## src/rtl/mbist_pkg.sv

```systemverilog
package mbist_pkg;

   localparam int unsigned N_ELEM = 6;
   localparam int unsigned ELEM_W = 3;

   typedef enum logic [1:0] {
      ST_IDLE  = 2'd0,
      ST_RUN   = 2'd1,
      ST_DRAIN = 2'd2,
      ST_DONE  = 2'd3
   } seq_state_e;

   // Per-element description of the March C- algorithm
   typedef struct packed {
      logic down;      // address runs high to low
      logic two_ops;   // element holds a second operation
      logic first_rd;  // first operation is a read
      logic pol0;      // data polarity of first operation
      logic pol1;      // data polarity of second operation
   } elem_t;

   function automatic elem_t elem_info(input logic [ELEM_W-1:0] e);
      elem_t r;
      case (e)
         3'd0:    r = '{down:1'b0, two_ops:1'b0, first_rd:1'b0, pol0:1'b0, pol1:1'b0};
         3'd1:    r = '{down:1'b0, two_ops:1'b1, first_rd:1'b1, pol0:1'b0, pol1:1'b1};
         3'd2:    r = '{down:1'b0, two_ops:1'b1, first_rd:1'b1, pol0:1'b1, pol1:1'b0};
         3'd3:    r = '{down:1'b1, two_ops:1'b1, first_rd:1'b1, pol0:1'b0, pol1:1'b1};
         3'd4:    r = '{down:1'b1, two_ops:1'b1, first_rd:1'b1, pol0:1'b1, pol1:1'b0};
         default: r = '{down:1'b0, two_ops:1'b0, first_rd:1'b1, pol0:1'b0, pol1:1'b0};
      endcase
      return r;
   endfunction

   function automatic logic step_pol(input logic [ELEM_W-1:0] e, input logic op);
      elem_t r;
      r = elem_info(e);
      return op ? r.pol1 : r.pol0;
   endfunction

endpackage

```

## src/rtl/mbist_march_ctrl.sv

```systemverilog
module mbist_march_ctrl
   import mbist_pkg::*;
#(
   parameter int unsigned ADDR_W = 4,
   parameter int unsigned DATA_W = 8
) (
   input  logic              clk,
   input  logic              rst_n,
   input  logic              start,
   output logic              launch,
   output logic              busy,
   output logic              done,
   output logic [ADDR_W-1:0] addr,
   output logic              we,
   output logic              re,
   output logic [DATA_W-1:0] wdata,
   output logic [ELEM_W-1:0] step_elem,
   output logic              step_op
);

   localparam logic [ELEM_W-1:0] LAST_ELEM = ELEM_W'(N_ELEM - 1);
   localparam logic [ADDR_W-1:0] ADDR_TOP  = '1;
   localparam logic [ADDR_W-1:0] ADDR_BOT  = '0;

   seq_state_e        state_q;
   logic [ELEM_W-1:0] elem_q;
   logic              op_q;
   logic [ADDR_W-1:0] addr_q;

   elem_t             cur;
   elem_t             nxt;
   logic              running;
   logic              is_read;
   logic              pol;
   logic              op_last;
   logic              addr_end;

   always_comb begin
      cur      = elem_info(elem_q);
      nxt      = elem_info(elem_q + 1'b1);
      running  = (state_q == ST_RUN);
      is_read  = cur.first_rd && !op_q;
      pol      = op_q ? cur.pol1 : cur.pol0;
      op_last  = !cur.two_ops || op_q;
      addr_end = cur.down ? (addr_q == ADDR_BOT) : (addr_q == ADDR_TOP);
      launch   = start && ((state_q == ST_IDLE) || (state_q == ST_DONE));
   end

   always_ff @(posedge clk or negedge rst_n) begin
      if (!rst_n) begin
         state_q <= ST_IDLE;
         elem_q  <= '0;
         op_q    <= 1'b0;
         addr_q  <= '0;
      end else begin
         case (state_q)
            ST_IDLE, ST_DONE: begin
               if (launch) begin
                  state_q <= ST_RUN;
                  elem_q  <= '0;
                  op_q    <= 1'b0;
                  addr_q  <= ADDR_BOT;
               end
            end
            ST_RUN: begin
               if (!op_last) begin
                  op_q <= 1'b1;
               end else begin
                  op_q <= 1'b0;
                  if (!addr_end) begin
                     addr_q <= cur.down ? addr_q - 1'b1 : addr_q + 1'b1;
                  end else if (elem_q == LAST_ELEM) begin
                     state_q <= ST_DRAIN;
                  end else begin
                     elem_q <= elem_q + 1'b1;
                     addr_q <= nxt.down ? ADDR_TOP : ADDR_BOT;
                  end
               end
            end
            default: state_q <= ST_DONE;
         endcase
      end
   end

   assign busy      = running || (state_q == ST_DRAIN);
   assign done      = (state_q == ST_DONE);
   assign addr      = addr_q;
   assign we        = running && !is_read;
   assign re        = running && is_read;
   assign wdata     = {DATA_W{pol}};
   assign step_elem = elem_q;
   assign step_op   = op_q;

endmodule

```

## src/rtl/mbist_sim_ram.sv

```systemverilog
module mbist_sim_ram #(
   parameter int unsigned ADDR_W     = 4,
   parameter int unsigned DATA_W     = 8,
   parameter bit          STUCK_EN   = 1'b0,
   parameter int unsigned STUCK_ADDR = 0,
   parameter int unsigned STUCK_BIT  = 0,
   parameter bit          STUCK_VAL  = 1'b0
) (
   input  logic              clk,
   input  logic [ADDR_W-1:0] addr,
   input  logic              we,
   input  logic              re,
   input  logic [DATA_W-1:0] wdata,
   output logic [DATA_W-1:0] rdata
);

   localparam int unsigned DEPTH = 1 << ADDR_W;

   logic [DATA_W-1:0] mem [DEPTH];
   logic [DATA_W-1:0] rd_word;

   always_ff @(posedge clk) begin
      if (we) mem[addr] <= wdata;
   end

   generate
      if (STUCK_EN) begin : g_stuck
         always_comb begin
            rd_word = mem[addr];
            if (addr == ADDR_W'(STUCK_ADDR)) rd_word[STUCK_BIT] = STUCK_VAL;
         end
      end else begin : g_clean
         always_comb rd_word = mem[addr];
      end
   endgenerate

   always_ff @(posedge clk) begin
      if (re) rdata <= rd_word;
   end

endmodule

```

## src/rtl/mbist_local_chk.sv

```systemverilog
module mbist_local_chk
   import mbist_pkg::*;
#(
   parameter int unsigned DATA_W = 8
) (
   input  logic              clk,
   input  logic              rst_n,
   input  logic              clear,
   input  logic              rd_en,
   input  logic [ELEM_W-1:0] step_elem,
   input  logic              step_op,
   input  logic [DATA_W-1:0] rdata,
   output logic              fail
);

   logic              rd_q;
   logic [DATA_W-1:0] exp_q;

   always_ff @(posedge clk or negedge rst_n) begin
      if (!rst_n) begin
         rd_q  <= 1'b0;
         exp_q <= '0;
         fail  <= 1'b0;
      end else begin
         rd_q  <= rd_en;
         exp_q <= {DATA_W{step_pol(step_elem, step_op)}};
         if (clear)                         fail <= 1'b0;
         else if (rd_q && (rdata != exp_q)) fail <= 1'b1;
      end
   end

endmodule

```

## src/rtl/march_mbist_array.sv

```systemverilog
module march_mbist_array
   import mbist_pkg::*;
#(
   parameter int unsigned ADDR_W     = 4,
   parameter int unsigned DATA_W     = 8,
   parameter int unsigned N_MEM      = 2,
   parameter bit          FAULT_EN   = 1'b0,
   parameter int unsigned FAULT_MEM  = 0,
   parameter int unsigned FAULT_ADDR = 0,
   parameter int unsigned FAULT_BIT  = 0,
   parameter bit          FAULT_VAL  = 1'b1
) (
   input  logic              clk,
   input  logic              rst_n,
   input  logic              start,
   output logic              busy,
   output logic              done,
   output logic [ADDR_W-1:0] bus_addr,
   output logic              bus_we,
   output logic              bus_re,
   output logic [DATA_W-1:0] bus_wdata,
   output logic [N_MEM-1:0]  fail
);

   localparam int unsigned DEPTH = 1 << ADDR_W;

   generate
      if (ADDR_W < 1 || ADDR_W > 12) begin : g_bad_addr
         $error("ADDR_W out of range");
      end
      if (DATA_W < 1) begin : g_bad_data
         $error("DATA_W must be positive");
      end
      if (N_MEM < 1) begin : g_bad_nmem
         $error("N_MEM must be positive");
      end
      if (FAULT_EN && (FAULT_MEM >= N_MEM || FAULT_ADDR >= DEPTH || FAULT_BIT >= DATA_W)) begin : g_bad_fault
         $error("fault location outside the array");
      end
   endgenerate

   logic              launch;
   logic [ELEM_W-1:0] step_elem;
   logic              step_op;

   mbist_march_ctrl #(.ADDR_W(ADDR_W), .DATA_W(DATA_W)) u_ctrl (
      .clk       (clk),
      .rst_n     (rst_n),
      .start     (start),
      .launch    (launch),
      .busy      (busy),
      .done      (done),
      .addr      (bus_addr),
      .we        (bus_we),
      .re        (bus_re),
      .wdata     (bus_wdata),
      .step_elem (step_elem),
      .step_op   (step_op)
   );

   generate
      for (genvar g = 0; g < N_MEM; g++) begin : g_mem
         logic [DATA_W-1:0] rdata;

         mbist_sim_ram #(
            .ADDR_W     (ADDR_W),
            .DATA_W     (DATA_W),
            .STUCK_EN   (FAULT_EN && (g == FAULT_MEM)),
            .STUCK_ADDR (FAULT_ADDR),
            .STUCK_BIT  (FAULT_BIT),
            .STUCK_VAL  (FAULT_VAL)
         ) u_ram (
            .clk   (clk),
            .addr  (bus_addr),
            .we    (bus_we),
            .re    (bus_re),
            .wdata (bus_wdata),
            .rdata (rdata)
         );

         mbist_local_chk #(.DATA_W(DATA_W)) u_chk (
            .clk       (clk),
            .rst_n     (rst_n),
            .clear     (launch),
            .rd_en     (bus_re),
            .step_elem (step_elem),
            .step_op   (step_op),
            .rdata     (rdata),
            .fail      (fail[g])
         );
      end
   endgenerate

endmodule

```

## config.mk

```make
export PLATFORM = sky130hd
export DESIGN_NAME = march_mbist_array
export DESIGN_NICKNAME = d
export VERILOG_FILES = /design/src/rtl/mbist_pkg.sv /design/src/rtl/mbist_march_ctrl.sv /design/src/rtl/mbist_sim_ram.sv /design/src/rtl/mbist_local_chk.sv /design/src/rtl/march_mbist_array.sv
export SDC_FILE = /design/constraint.sdc
export NUM_CORES = 1
export LEC_CHECK = 0
export ABC_CLOCK_PERIOD_IN_PS = 2950
export BUFFER_PORTS_ARGS = -buffer_cell sky130_fd_sc_hd__buf_4
export CAP_MARGIN = 20
export CELL_PAD_IN_SITES_DETAIL_PLACEMENT = 1
export CELL_PAD_IN_SITES_GLOBAL_PLACEMENT = 1
export CORE_AREA = 2 2 174 176
export CTS_CLUSTER_SIZE = 10
export DETAILED_ROUTE_END_ITERATION = 10
export DIE_AREA = 0 0 176 178
export PLACE_DENSITY_LB_ADDON = 0.15
export SLEW_MARGIN = 20
export SYNTH_ARGS = -nofsm -noshare
export SYNTH_HDL_FRONTEND = slang
export SYNTH_HIERARCHICAL = 1
export SYNTH_SLANG_ARGS = --single-unit
```

## constraint.sdc

```tcl
create_clock -name clk -period 2.95 [get_ports clk]
set_input_delay 0.4425 -clock clk [delete_from_list [all_inputs] [get_ports clk]]
set_output_delay 0.4425 -clock clk [all_outputs]
set_load 0.03 [all_outputs]
```

==> results.json, run 1 <==
{
  "outcome": "completed",
  "cpMaxStageDelayCell": "dfrtp_2",
  "synth_ff_type": "edfxtp_1",
  "cts.sinks": 288,
  "path_buf_inv": 4,
  "crit_cells": 9,
  "drive_gt1_frac": 0.293,
  "die_area_um2": 31300,
  "cp_top_family": "buffers and inverters",
  "finClkSkew_ns": 0.0183,
  "num_io_pins": 21,
  "antenna_cells": 0,
  "layout.nets": 702,
  "min_period_ns": 2.85,
  "cellPowerDensity_nw_per_um2": 777,
  "finish.utilization": 0.464,
  "netlist_instances": 607,
  "critPathRequiredTime_ns": 2.51,
  "cp_cell_sequence": "inv_2 -> ha_2 -> nor4_4 -> buf_4 -> o21ai_0 -> nand3_1 -> o21ai_4 -> buf_16 -> buf_4",
  "port_buffers": 20,
  "ctsHtreeMaxLevel": 2,
  "syn-num-nets": 623,
  "grt_pass1_vias": 6210,
  "dp_hpwl_mm": 15.7,
  "cp-endpoint": "bus_wdata[3]",
  "wl_per_cell_um": 22.6,
  "tns_ns": 0,
  "finalPower_mw": 10.6,
  "grt_max_degree": 89,
  "worst_pin_slew_ns": 0.617,
  "yosysUniqueCellTypes": 49,
  "timing.rr.end": "g_mem[0].u_ram/mem[0][1]",
  "die_y_um": 178,
  "hold_violations": 0,
  "viasPerCell": 5.36,
  "avgSynthCellArea_um2": 19.2,
  "path_class": "register to primary output",
  "rr_startpoint": "u_ctrl/step_elem[0]",
  "grtUsageTotal": 0.163,
  "ant_nets": 0,
  "cp-start-kind": "register",
  "dr.pass1.iters": 4,
  "rows": 63,
  "clk_pin_slew_ns": 0.06,
  "yosys_warnings": 6,
  "dr_total_vias": 5837,
  "drc": 0,
  "pre_cts_ws_ns": 0.232,
  "synth_edf_count": 272,
  "crit_path_start": "u_ctrl/step_elem[0]",
  "core-area_um2": 29400,
  "rrSetupSlack_ns": 0.36,
  "critPathCaptureType": "primary output",
  "grt_overflow": 0,
  "clockBufferDepth": 3,
  "initial_utilization": 0.396,
  "cts_made_buffers": 35,
  "grt_pass1_wl_mm": 38.0,
  "die_x_um": 176,
  "antenna_found_initial": 0,
  "r2r_cells": 8,
  "cts_tree": "yes",
  "fin_ws_ns": 0.0975,
  "leakagePower_nw": 4.52,
  "max_slew_margin": 0.588,
  "drv_cap": 0,
  "root_buffer": "clkbuf_16",
  "drt_iter0_markers": 550,
  "final-max-slew-violation-count": 0,
  "ys_ff_latch": 288,
  "place.gp.congestion": 0.807,
  "max_freq_mhz": 351,
  "clock_latency_ns": 0.51,
  "ys_async_sr_fraction": 0.0556,
  "syn2layout_area_growth_pct": 16.9,
  "critPathMostFrequentCell": "buf_4",
  "ys_seq_area_frac": 0.735,
  "hold_class": "primary input to asynchronous set/reset pin",
  "peakVddDrop_uv": 297,
  "arrival_ns": 2.41,
  "finalCritPeriodShare": 0.967,
  "max_stage_delay_ns": 0.46,
  "wirelength_mm": 24.6,
  "setup_viol": 0,
  "cp_max_fo": 13,
  "syn-cell-area_um2": 11700
}
==> cells in the final DEF, fill, tap and decap left out, types with 4 or more instances in the layout <==
cell type,synthesis,routed
buf_12,0,5
nor2b_1,6,5
nand2b_1,8,8
clkbuf_16,0,36
clkbuf_1,5,10
o21ai_1,4,4
mux4_2,64,64
buf_4,8,70
nor2_1,31,31
ha_1,13,11
nand3_1,7,7
o21ai_0,7,6
a22oi_1,32,32
nor3_1,11,9
nand2_1,28,28
or3_1,5,5
and2_1,5,5
dfrtp_1,16,12
mux2i_1,4,4
inv_1,9,8
nand3b_1,4,4
edfxtp_1,272,272
xnor2_1,4,4
==> repair_timing <==
item	CTS	global route
hold buffers	1	0
cloned	0	0
hold endpoints to repair	16	0
buffers inserted	5	0
pin swaps	0	0
setup endpoints to repair	9	9
resized for setup	1	6
==> flip-flops by register name, summed over array words and instances, names as in the netlist <==
signal,flops
g_mem.u_ram/mem,256
u_ctrl/step_elem,3
g_mem.u_ram/rdata,16
g_mem.u_chk/fail,2
g_mem.u_chk/exp_q,2
u_ctrl/step_op,1
g_mem.u_chk/rd_q,2
u_ctrl/state_q,2
u_ctrl/addr,4
==> where the power goes <==
part	switching [mW]	internal (mW)	total, mW
logic	1.07	0.933	2.01
registers	0.176	4.69	4.87
clock network	1.50	2.21	3.71
==> worst min-delay path by stage <==
stage	start	endpoint	slack (ns)	cells past startpoint
2_1_floorplan	rst_n	g_mem[0].u_chk/exp_q[0]	0.15	0
3_3_place_gp	rst_n	u_ctrl/step_elem[1]	0.32	1
3_5_place_dp	rst_n	u_ctrl/step_elem[0]	0.33	1
4_1_cts	rst_n	u_ctrl/addr[1]	0.34	2
5_1_grt	rst_n	u_ctrl/addr[1]	0.34	2
6_report	rst_n	u_ctrl/addr[1]	0.35	2
==> metrics by stage <==
stage          area, µm²  hold WS [ns]  cells
3_3_place_gp       12500         0.321   1032
3_5_place_dp       12600         0.329   1033
6_report           13600         0.345   1090
5_1_grt            13600         0.343   1090
2_1_floorplan      11700         0.147    607
4_1_cts            13600         0.336   1090
==> synth_stat cells (all sizes together) (3+ instances only) <==
cell | instances | area, µm²
nand2 | 28 | 105
o21ai | 11 | 55.1
or4 | 3 | 33.8
dfrtp | 16 | 400
a22oi | 32 | 240
mux4 | 64 | 1440
buf | 28 | 188
or3b | 3 | 28.8
nor3 | 11 | 55.1
mux2i | 4 | 40.0
nand2b | 8 | 50.1
mux2 | 5 | 63.8
edfxtp | 272 | 8170
nand3 | 7 | 35.0
nor2b | 6 | 37.5
nor2 | 32 | 123
and2 | 5 | 31.3
inv | 9 | 33.8
clkbuf | 7 | 28.8
or3 | 5 | 31.3
ha | 13 | 163
nor4 | 3 | 37.5
xnor2 | 4 | 35.0
nand3b | 4 | 30.0
nand4 | 3 | 18.8
a31oi | 3 | 18.8
==> area by class of cell <==
type	count	area [µm²]
flip-flops and latches	288	8580
repair buffers	77	663
clock inverters	5	37.5
well taps	390	488
multi-input cells	275	2890
clock buffers	46	938
inverters	9	33.8
fillers	2732	15800
==> cells by family after synthesis <==
kind of cell    after synthesis  synth area share
xor+xnor                      5           0.00376
simple gates                120            0.0540
buf+inv                      44            0.0215
fa+ha+maj                    13            0.0140
compound gates               64            0.0393
flops                       288             0.735
mux                          73             0.133
==> per-layer routing <==
| metal | vias up | wire length [µm] | global-route usage | part of all wire |
|---|---|---|---|---|
| met4 | 0 | 422 | 0.0413 | 0.017 |
| met1 | 3071 | 11500 | 0.236 | 0.47 |
| met5 | - | 0 | 0 | 0 |
| li1 | 2610 | - | - | - |
| met2 | 121 | 11700 | 0.255 | 0.48 |
| met3 | 35 | 973 | 0.0309 | 0.040 |
(Power assumes the default switching activity.)
==> inputs of run 2 (changes only) <==
--- a/config.mk
+++ b/config.mk
@@ -15,6 +15,7 @@
 export DETAILED_ROUTE_END_ITERATION = 10
 export DIE_AREA = 0 0 176 178
 export PLACE_DENSITY_LB_ADDON = 0.15
+export SETUP_SLACK_MARGIN = 0.15
 export SLEW_MARGIN = 20
 export SYNTH_ARGS = -nofsm -noshare
 export SYNTH_HDL_FRONTEND = slang
==> run 2 against run 1 <==
Final area is 0.63% higher. Clock power is 1% lower. Routed wire length is 2.6% higher. Sequential share of layout area is 0.39 points lower. Die area stayed put. Cell count is 1.3% higher. Via count is 0.55% higher. Fmax is 3.6% higher. Flip-flop and latch count stayed put. Highest routed layer unchanged.
==> results.json, run 2 (synthesis results as in run 1) <==
{
  "outcome": "completed",
  "die_y_um": 178,
  "layout_common_cells": "edfxtp_1, buf_4, mux4_2",
  "rr_startpoint": "u_ctrl/step_elem[0]",
  "max_slew_margin": 0.480,
  "dr.pass1.iters": 5,
  "pre_cts_ws_ns": 0.147,
  "critPathCaptureType": "primary output",
  "cts_tree": "yes",
  "tns_ns": 0,
  "core-area_um2": 29400,
  "regMostFlops": "g_mem.u_ram/mem",
  "final_common_cell": "edfxtp_1",
  "arrival_ns": 2.31,
  "hold_violations": 0,
  "dr_total_vias": 5869,
  "antenna_found_initial": 0,
  "cts.sinks": 288,
  "setup_viol": 0,
  "clk_pin_slew_ns": 0.05,
  "drive_gt1_frac": 0.319,
  "ctsHtreeMaxLevel": 2,
  "die_x_um": 176,
  "cellPowerDensity_nw_per_um2": 770,
  "cp-endpoint": "bus_wdata[6]",
  "peakVddDrop_uv": 305,
  "finClkSkew_ns": 0.0186,
  "root_buffer": "clkbuf_16",
  "r2r_cells": 9,
  "antenna_cells": 0,
  "clock_latency_ns": 0.50,
  "cp-start-kind": "register",
  "grt_pass1_vias": 6288,
  "initial_utilization": 0.396,
  "wirelength_mm": 25.2,
  "path_class": "register to primary output",
  "dp_hpwl_mm": 15.4,
  "grtUsageTotal": 0.168,
  "grt_overflow": 0,
  "grt_max_degree": 69,
  "ant_nets": 0,
  "rows": 63,
  "die_area_um2": 31300,
  "fin_ws_ns": 0.196,
  "cp_max_fo": 6,
  "timing.rr.end": "g_mem[1].u_ram/mem[2][6]",
  "min_period_ns": 2.75,
  "max_freq_mhz": 363,
  "place.gp.congestion": 0.772,
  "wl_per_cell_um": 22.9,
  "rsz0062_at_grt": "true",
  "port_buffers": 20,
  "hold_class": "primary input to asynchronous set/reset pin",
  "drt_iter0_markers": 473,
  "finalCritPeriodShare": 0.934,
  "largest_reg_flops": 256,
  "leakagePower_nw": 4.57,
  "crit_path_start": "u_ctrl/step_elem[0]",
  "clockBufferDepth": 3,
  "hold_slack_ns": 0.351,
  "cts_made_buffers": 35,
  "viasPerCell": 5.32,
  "worst_pin_slew_ns": 0.780,
  "grt_pass1_wl_mm": 39.2,
  "num_io_pins": 21,
  "layout.nets": 716,
  "rrSetupSlack_ns": 0.29,
  "drv_cap": 0,
  "syn2layout_area_growth_pct": 17.7,
  "drc": 0,
  "critPathRequiredTime_ns": 2.51,
  "final-max-slew-violation-count": 0
}
## run 2: area by class of cell
class,count,area [µm²]
sequential,288,8580
inverter,9,33.8
timing repair buffer,90,726
tap,390,488
fill,2746,15700
clock buffer,48,925
multi-input combinational,276,2940
clock inverter,3,21.3
## run 2: worst min-delay path by stage
stage | start | endpoint | slack [ns] | cells after the start
floorplan | rst_n | g_mem[0].u_chk/exp_q[0] | 0.15 | 0
global placement | rst_n | g_mem[0].u_chk/exp_q[0] | 0.33 | 1
detailed placement | rst_n | u_ctrl/step_elem[0] | 0.33 | 1
CTS | rst_n | u_ctrl/step_elem[2] | 0.34 | 2
global route | rst_n | g_mem[1].u_chk/fail | 0.36 | 2
finish | rst_n | g_mem[1].u_chk/rd_q | 0.35 | 2
## run 2: per-stage QoR
step | cell area, µm² | instances | total power, mW | util
after global routing | 13700 | 1104 | 11.0 | 0.467
final | 13700 | 1104 | 10.6 | 0.467
after detailed placement | 12500 | 1033 | 6.95 | 0.426
after CTS | 13600 | 1096 | 10.7 | 0.463
after global placement | 12500 | 1033 | 6.93 | 0.426
after floorplan | 11700 | 607 | 6.31 | -
## run 2: report_power, final
group | switching (mW) | total [mW] | internal, mW | leakage (nW)
Clock | 1.50 | 3.66 | 2.16 | 0.455
Combinational | 1.09 | 2.06 | 0.968 | 1.40
Sequential | 0.157 | 4.85 | 4.69 | 2.72
Total | 2.75 | 10.6 | 7.82 | 4.57
## run 2: layer usage
| metal | share of wire | global-route usage |
|---|---|---|
| met5 | 0 | 0 |
| met4 | 0.017 | 0.0437 |
| met3 | 0.030 | 0.0256 |
| met2 | 0.48 | 0.267 |
| met1 | 0.47 | 0.244 |
## run 2: critical path: stages, from the launching register on
cell	delay, ns
dfrtp_2	0.42
buf_4	0.15
ha_4	0.16
nor4_4	0.29
buf_4	0.17
o21ai_2	0.07
nand3_2	0.12
o21ai_4	0.09
buf_8	0.18
buf_4	0.17
## run 2: timing repair
action                                  CTS  global route
pin swaps                                 1             3
cloned                                    1             0
gates resized for setup                  11            10
endpoints found under the setup margin   25            76
setup buffers                            10             8
hold endpoints to repair                 16             0
hold buffers                              1             0
==> inputs of run 3 (changes only) <==
--- a/config.mk
+++ b/config.mk
@@ -14,7 +14,7 @@
 export CTS_CLUSTER_SIZE = 10
 export DETAILED_ROUTE_END_ITERATION = 10
 export DIE_AREA = 0 0 176 178
-export PLACE_DENSITY_LB_ADDON = 0.15
+export PLACE_DENSITY = 0.67
 export SETUP_SLACK_MARGIN = 0.15
 export SLEW_MARGIN = 20
 export SYNTH_ARGS = -nofsm -noshare
==> run 3 against run 2 <==
Clock power down 2%. Non-clock buffer count down 8. Clock skew down 0.0010 ns. Global-route usage down 0.18 points. Register-to-register slack better by 0.04 ns. Cell count down 0.72%. Flip-flop and latch count unchanged. Critical path type unchanged.
==> results.json, run 3 (synthesis results as in run 1) <==
{
  "die_x_um": 176,
  "critPathMostFrequentCell": "buf_6",
  "cts_tree": "yes",
  "clk_pin_slew_ns": 0.05,
  "drc": 0,
  "drive_gt1_frac": 0.309,
  "grt_pass1_vias": 6294,
  "dr_total_vias": 5967,
  "max_slew_margin": 0.444,
  "dr.pass1.iters": 5,
  "cpMaxStageDelayCell": "dfrtp_2",
  "num_io_pins": 21,
  "antenna_cells": 0,
  "grt_pass1_wl_mm": 38.8,
  "power_frac_clock": 0.344,
  "grt_max_degree": 51,
  "regMostFlops": "g_mem.u_ram/mem",
  "root_buffer": "clkbuf_16",
  "die_y_um": 178,
  "layout.nets": 708,
  "setup_viol": 0,
  "rsz0062_at_grt": "true",
  "outcome": "completed",
  "leakagePower_nw": 4.55,
  "wirelength_mm": 25.1,
  "rows": 63,
  "syn2layout_area_growth_pct": 17.7,
  "fillers": 2727,
  "initial_utilization": 0.396,
  "grtUsageTotal": 0.166,
  "intPower_mw": 7.80,
  "cp-start-kind": "register",
  "grt_overflow": 0,
  "path_buf_inv": 3,
  "rr_startpoint": "u_ctrl/step_elem[1]",
  "cp_cell_sequence": "buf_6 -> ha_4 -> nor4_4 -> o21ai_1 -> nand3_2 -> o21ai_4 -> buf_12 -> buf_6",
  "dp_hpwl_mm": 15.5,
  "share_comb_of_total_power": 0.191,
  "antenna_found_initial": 0,
  "worst_pin_slew_ns": 0.834,
  "power_switching_mw": 2.67,
  "drv_cap": 0,
  "die_area_um2": 31300,
  "path_class": "register to primary output",
  "cp_top_family": "simple AND/OR/NAND/NOR gates",
  "clock_latency_ns": 0.50,
  "max_freq_mhz": 363,
  "port_buffers": 20,
  "largest_reg_flops": 256,
  "swShare": 0.255,
  "final_common_cell": "edfxtp_1",
  "viasPerCell": 5.44,
  "layout_common_cells": "edfxtp_1, buf_4, mux4_2",
  "peakVddDrop_uv": 351,
  "critPathRequiredTime_ns": 2.51,
  "cts.sinks": 288,
  "finalPower_mw": 10.5,
  "p_seq_frac": 0.465,
  "core-area_um2": 29400,
  "clockBufferDepth": 3,
  "arrival_ns": 2.32,
  "hold_violations": 0,
  "drt_iter0_markers": 564,
  "hold_class": "primary input to asynchronous set/reset pin",
  "tns_ns": 0,
  "cellPowerDensity_nw_per_um2": 764,
  "place.gp.congestion": 0.789,
  "finalCritPeriodShare": 0.935,
  "finClkSkew_ns": 0.0176,
  "final-max-slew-violation-count": 0,
  "ctsHtreeMaxLevel": 2,
  "ant_nets": 0,
  "cp_max_fo": 6,
  "cts_made_buffers": 34,
  "min_period_ns": 2.76,
  "critPathCaptureType": "primary output",
  "wl_per_cell_um": 22.9,
  "max_stage_delay_ns": 0.43,
  "crit_path_start": "u_ctrl/step_elem[1]"
}
## run 3: final cells by class
| class | count | area [µm²] | area share |
|---|---|---|---|
| inverters | 9 | 33.8 | 0.00246 |
| multi-input cells | 277 | 2970 | 0.217 |
| clock buffers | 49 | 928 | 0.0677 |
| flip-flops and latches | 288 | 8580 | 0.625 |
| well taps | 390 | 488 | 0.0356 |
| repair buffers | 82 | 708 | 0.0516 |
| clock inverters | 1 | 8.76 | 0.000639 |
## run 3: stage by stage
stage / instance area (µm²) / setup slack [ns] / utilization / hold slack (ns) / std cells
final: 13700 / 0.192 / 0.466 / 0.350 / 1096
after global routing: 13700 / 0.113 / 0.466 / 0.361 / 1096
after CTS: 13600 / 0.131 / 0.463 / 0.332 / 1093
after detailed placement: 12500 / 0.102 / 0.426 / 0.323 / 1034
after global placement: 12500 / 0.226 / 0.426 / 0.317 / 1034
after floorplan: 11700 / 0.0634 / - / 0.147 / 607
## run 3: worst reg2reg max path: stages (launching register included)
cell and delay [ns]:
dfrtp_2 0.43, buf_6 0.13, ha_4 0.17, nor4_4 0.40
a31oi_4 0.15, nor2b_4 0.17, buf_4 0.13, or3b_4 0.41
nor3_2 0.13, buf_4 0.20
## run 3: what timing repair did
action	CTS	global route
resized for setup	7	24
endpoints found under the hold margin	16	0
hold buffers	1	0
buffers inserted	6	3
endpoints found under the setup margin	98	74
cloned	2	0
pin swaps	2	3
## run 3: power by group through the flow
stage                     Combinational (mW)  Sequential (mW)  Clock [mW]
after floorplan                         1.47             4.84           0
after global placement                  1.92             4.94           0
after detailed placement                1.95             4.94           0
after CTS                               1.99             4.88        3.71
after global routing                    2.16             4.90        3.84
final                                   2.00             4.87        3.60
## run 3: layer usage
metal | up-vias | track usage | part of all wire
li1 | 2637 | - | -
met5 | - | 0 | 0
met1 | 3128 | 0.230 | 0.44
met4 | 0 | 0.0468 | 0.019
met3 | 35 | 0.0260 | 0.050
met2 | 167 | 0.274 | 0.49
## run 3: path summary, 6_finish.rpt
path	end	slack, ns	cells after the start
worst max-delay path	bus_wdata[1]	0.19	8
worst min-delay path	g_mem[1].u_chk/rd_q	0.35	2
worst max register to register	g_mem[1].u_ram/mem[0][3]	0.33	9
worst min register to register	g_mem[1].u_chk/fail	0.54	2
max in group asynchronous	u_ctrl/addr[0]	2.37	2
min in group clk	u_ctrl/step_op	0.35	3
